$ cat config.mk
export PLATFORM = sky130hd
export DESIGN_NAME = mcv_monitor
export DESIGN_NICKNAME = d
export VERILOG_FILES = /design/src/rtl/mcv_pkg.sv /design/src/rtl/mcv_window.sv /design/src/rtl/mcv_err_counter.sv /design/src/rtl/mcv_monitor.sv
export SDC_FILE = /design/constraint.sdc
export NUM_CORES = 1
export LEC_CHECK = 0
export ABC_AREA = 1
export BUFFER_PORTS_ARGS = -buffer_cell sky130_fd_sc_hd__buf_2
export CORE_MARGIN = 1
export CORE_UTILIZATION = 45
export DETAILED_ROUTE_END_ITERATION = 6
export PLACE_DENSITY = 0.71
export SYNTH_ARGS = -nofsm -noshare
export SYNTH_HDL_FRONTEND = slang
export SYNTH_SLANG_ARGS = --single-unit
$ cat constraint.sdc
create_clock -name clk -period 2.9 [get_ports clk]
set_input_delay 0.145 -clock clk [delete_from_list [all_inputs] [get_ports clk]]
set_output_delay 0.145 -clock clk [all_outputs]
set_load 0.02 [all_outputs]
$ cat src/rtl/mcv_pkg.sv
package mcv_pkg;

  localparam int unsigned MCV_WIN_MAX = 8;

  // True when the first n bits of w all share one value.
  function automatic logic win_uniform(input logic [MCV_WIN_MAX-1:0] w,
                                       input int unsigned n);
    logic same;
    same = 1'b1;
    for (int unsigned i = 1; i < MCV_WIN_MAX; i++) begin
      if (i < n && w[i] != w[0]) same = 1'b0;
    end
    return same;
  endfunction

endpackage

$ cat src/rtl/mcv_window.sv
module mcv_window
  import mcv_pkg::*;
#(
  parameter int unsigned WIN = 3
) (
  input  logic clk,
  input  logic rst,
  input  logic line_bit,
  output logic viol,
  output logic primed
);

  localparam int unsigned FW = $clog2(WIN + 1);
  localparam int unsigned PAD = MCV_WIN_MAX - WIN;

  logic [WIN-1:0] hist_q;
  logic [FW-1:0]  fill_q;
  logic           same_w;

  always_ff @(posedge clk) begin
    if (rst) begin
      hist_q <= '0;
      fill_q <= '0;
    end else begin
      hist_q <= {hist_q[WIN-2:0], line_bit};
      if (!primed) fill_q <= fill_q + 1'b1;
    end
  end

  assign primed = (fill_q == FW'(WIN));
  assign same_w = win_uniform({{PAD{1'b0}}, hist_q}, WIN);
  assign viol   = primed && same_w;

  // the first cycle after reset never shows a violation
  p_guard_r3: assert property (@(posedge clk) disable iff (rst)
    $past(rst) |-> !viol);

  generate
    if (WIN == 3) begin : g_win3_chk
      // a pulse is backed by three equal captured line samples
      p_equal_run_r1: assert property (@(posedge clk) disable iff (rst)
        viol |-> ($past(line_bit, 1) == $past(line_bit, 2)) &&
                 ($past(line_bit, 2) == $past(line_bit, 3)));
      // a transition among the last three samples forbids a pulse
      p_transition_r4: assert property (@(posedge clk) disable iff (rst)
        ($past(line_bit, 1) != $past(line_bit, 2)) |-> !viol);
    end
  endgenerate

endmodule

$ cat src/rtl/mcv_err_counter.sv
module mcv_err_counter #(
  parameter int unsigned CNT_W = 16
) (
  input  logic             clk,
  input  logic             rst,
  input  logic             clear,
  input  logic             bump,
  output logic [CNT_W-1:0] count
);

  localparam logic [CNT_W-1:0] CNT_MAX = {CNT_W{1'b1}};

  function automatic logic [CNT_W-1:0] sat_step(input logic [CNT_W-1:0] c);
    return (c == CNT_MAX) ? c : c + 1'b1;
  endfunction

  always_ff @(posedge clk) begin
    if (rst || clear)  count <= '0;
    else if (bump)     count <= sat_step(count);
  end

  // a pulse below the ceiling adds exactly one
  p_step_r6: assert property (@(posedge clk) disable iff (rst)
    (bump && !clear && count != CNT_MAX) |=> count == $past(count) + 1'b1);
  // the ceiling holds under further pulses
  p_no_overflow_r7: assert property (@(posedge clk) disable iff (rst)
    (count == CNT_MAX && !clear) |=> count == CNT_MAX);
  // clear wins over an increment
  p_clear_r8: assert property (@(posedge clk) disable iff (rst)
    clear |=> count == '0);
  // without pulse or clear the count is held
  p_hold_r6: assert property (@(posedge clk) disable iff (rst)
    (!bump && !clear) |=> $stable(count));

endmodule

$ cat src/rtl/mcv_monitor.sv
module mcv_monitor #(
  parameter int unsigned WIN   = 3,
  parameter int unsigned CNT_W = 16
) (
  input  logic             clk,
  input  logic             rst,
  input  logic             line_bit,
  input  logic             clear,
  output logic             viol_pulse,
  output logic [CNT_W-1:0] err_count
);

  logic win_viol;
  logic win_primed;

  mcv_window #(.WIN(WIN)) u_window (
    .clk      (clk),
    .rst      (rst),
    .line_bit (line_bit),
    .viol     (win_viol),
    .primed   (win_primed)
  );

  mcv_err_counter #(.CNT_W(CNT_W)) u_counter (
    .clk   (clk),
    .rst   (rst),
    .clear (clear),
    .bump  (win_viol),
    .count (err_count)
  );

  assign viol_pulse = win_viol;

  // reset leaves pulse and count at zero
  p_reset_r9: assert property (@(posedge clk)
    $past(rst) |-> (!viol_pulse && err_count == '0));
  // no pulse before the window is full
  p_primed_r3: assert property (@(posedge clk) disable iff (rst)
    viol_pulse |-> win_primed);

endmodule

==> results.ini <==
[drt]
drt_iter0_markers = 28
post-route-drc-count = 0
wirelength_mm = 2.412
wire_per_inst_um = 10.40
first_pass_iters = 4
ant_nets = 0
route.vias.total = 1166
viasPerCell = 5.026

[placement]
dp_hpwl_mm = 1.824
portBuffers = 20
place_worst_setup_slack_ps = 1090
gp_congestion = 0.9141

[grt]
grt_start_max_net_pins = 17
grt_overflow = 0
antenna_found_initial = 0
grt_usage_pct = 18.35
grt_pass1_vias = 906
grt_pass1_wl_mm = 3.795

[worst_setup_path]
r2r-start = u_window.fill_q[0]
reg2reg_to = u_counter.count[8]
cp.required_ps = 2760
max_stage_delay_ps = 530
cpMaxStageDelayCell = nor2_1
worstSetupPathType = flip-flop to output port
critPathLaunchType = flip-flop
cp_cell_sequence = ha_1, nand2_1, nor2_1, buf_2
r2r_slack_ps = 1090
startpoint = u_window.fill_q[0]
cp.arrival_ps = 1820
path_depth = 4
worst-r2r-cell-count = 6
path_max_fanout = 11
endpoint = viol_pulse
critPathBufInv = 1
crit_family = simple AND/OR/NAND/NOR gates
endpoint_kind = output port

[yosys]
ys_warn_count = 0
synth_nets = 187
syn_inst = 181
synth_area_um2 = 1175
ys_seq_elements = 21
synth.yosys.seq_area_share_pct = 35.78
ys_types = 21
syn_avg_cell_area_um2 = 6.491

[pwr]
p_comb_share_pct = 9.3
intPower_mw = 0.3655
power.switching_mw = 0.1282
p_seq_share_pct = 61.4
sw_frac_of_total_pct = 25.96
clkPwrFrac_pct = 29.3
p_leak_nw = 0.4959
ir_worst_vdd_v = 0.0002490
p_per_area_nw_per_um2 = 376.1

[timing]
max_slew_margin_pct = 31.80
final.setup.tns_ps = 0
fin_crit_ps = 1967
finalCritPeriodShare_pct = 67.82
setup_viol = 0
slew_viol_final = 0
rsz0062_at_grt = no
max_freq_mhz = 508.5
layout_setup_ws_ps = 933.3
skew_ps = 1.771
hold_viol = 0
tightest_slew_ps = 1019

[clock_tree]
cts_tree = yes
cts-buffers-inserted = 3
clkLatencyLatePin_ps = 300
clk_pin_slew_worst_paths_ps = 120
cts_max_path_buffers = 2
cts-resized-gates = 0
cts_sinks = 21
cts_setup_buffers = 0
h-tree-depth = 1
cts_hold_buf = 0
clock-root-buffer = clkbuf_4

[floorplan]
die_w_um = 53.10
die_area_um2 = 2819
initial_core_util_pct = 47.42
rows = 18
core_area_um2 = 2477
pin_count = 21
die-height_um = 53.10

[layout]
n_antenna_cell = 0
drive_gt1_share_pct = 18.32
area_growth_pct = 11.71
fin_nets = 209

[run_status]
status = finished clean

[run]
cap_violations = 0

[min_path]
hold_path.class = input pin to flip-flop

metal layers:
metal  track usage, %  part of all wire [%]
met1            23.26                    46
met2            31.22                    48
met3            3.448                   5.0
met4            5.263                  0.95
met5                0                     0
cell usage after synthesis (all sizes together):
cell,instances,area [µm²]
nand4,1,6.260
nand2,46,180.2
inv,18,67.57
nand3,20,105.1
buf,3,27.52
o21ai,2,10.01
xor2,2,17.52
nor2,49,211.5
a21oi,11,62.56
dfxtp,21,420.4
ha,2,25.02
nor3,2,10.01
xnor2,1,8.760
nand3b,3,22.52
sequential cells by signal, indices dropped and copies added, names as in the netlist:
name	cells
u_counter.count	16
u_window.hist_q	3
u_window.fill_q	2
layout make-up:
type	count	area [µm²]
fillers	264	1165
multi-input cells	139	659.4
flip-flops and latches	21	420.4
repair buffers	20	100.1
inverters	18	67.56
well taps	30	37.54
clock buffers	3	22.52
clock inverters	1	5.005
power by group through the flow:
stage,sequential (mW),combinational (mW),clock [mW]
5_1_grt,0.304,0.0530,0.163
2_1_floorplan,0.310,0.0358,0
4_1_cts,0.303,0.0466,0.148
3_3_place_gp,0.309,0.0437,0
6_report,0.303,0.0459,0.144
3_5_place_dp,0.310,0.0463,0
worst register-to-register path, stage by stage (launching register included):
cell and delay [ps]:
dfxtp_1 370, ha_1 250, nand2_1 80, nor2_1 530, nand3b_1 240, o21ai_0 200
nor2_1 50
layout by cell type, fill, tap and decap left out, drive strengths merged, types with 3 or more instances in the layout:
cell / n
dfxtp: 21
a21oi: 11
nor2: 49
inv: 18
nand3b: 3
clkbuf: 3
buf: 20
nand3: 20
nand2: 46
through the flow:
stage | power [mW] | hold WS (ps) | area, µm² | util (%) | std cells
finish | 0.4937 | 27.00 | 1313 | 52.98 | 232
global route | 0.5200 | 14.44 | 1313 | 52.98 | 232
CTS | 0.4976 | 24.22 | 1313 | 52.98 | 232
detailed placement | 0.3563 | 357.2 | 1285 | 51.87 | 228
global placement | 0.3528 | 354.3 | 1285 | 51.87 | 228
floorplan | 0.3455 | 214.1 | 1175 | - | 181
worst min path at each step:
stage	startpoint	end	slack, ps	cells past startpoint
floorplan	rst	u_window.fill_q[1]	210	1
global placement	line_bit	u_window.hist_q[0]	350	3
detailed placement	line_bit	u_window.hist_q[0]	360	3
CTS	line_bit	u_window.hist_q[0]	20	3
global route	line_bit	u_window.hist_q[0]	10	3
finish	line_bit	u_window.hist_q[0]	30	3
cell families after synthesis:
family	after synthesis	share of synthesized area (%)
compound gates	13	6.177
xor+xnor	3	2.237
fa+ha+maj	2	2.130
buf+inv	21	8.094
flops	21	35.78
simple gates	121	45.58
Power figures use the tool's default switching activity.
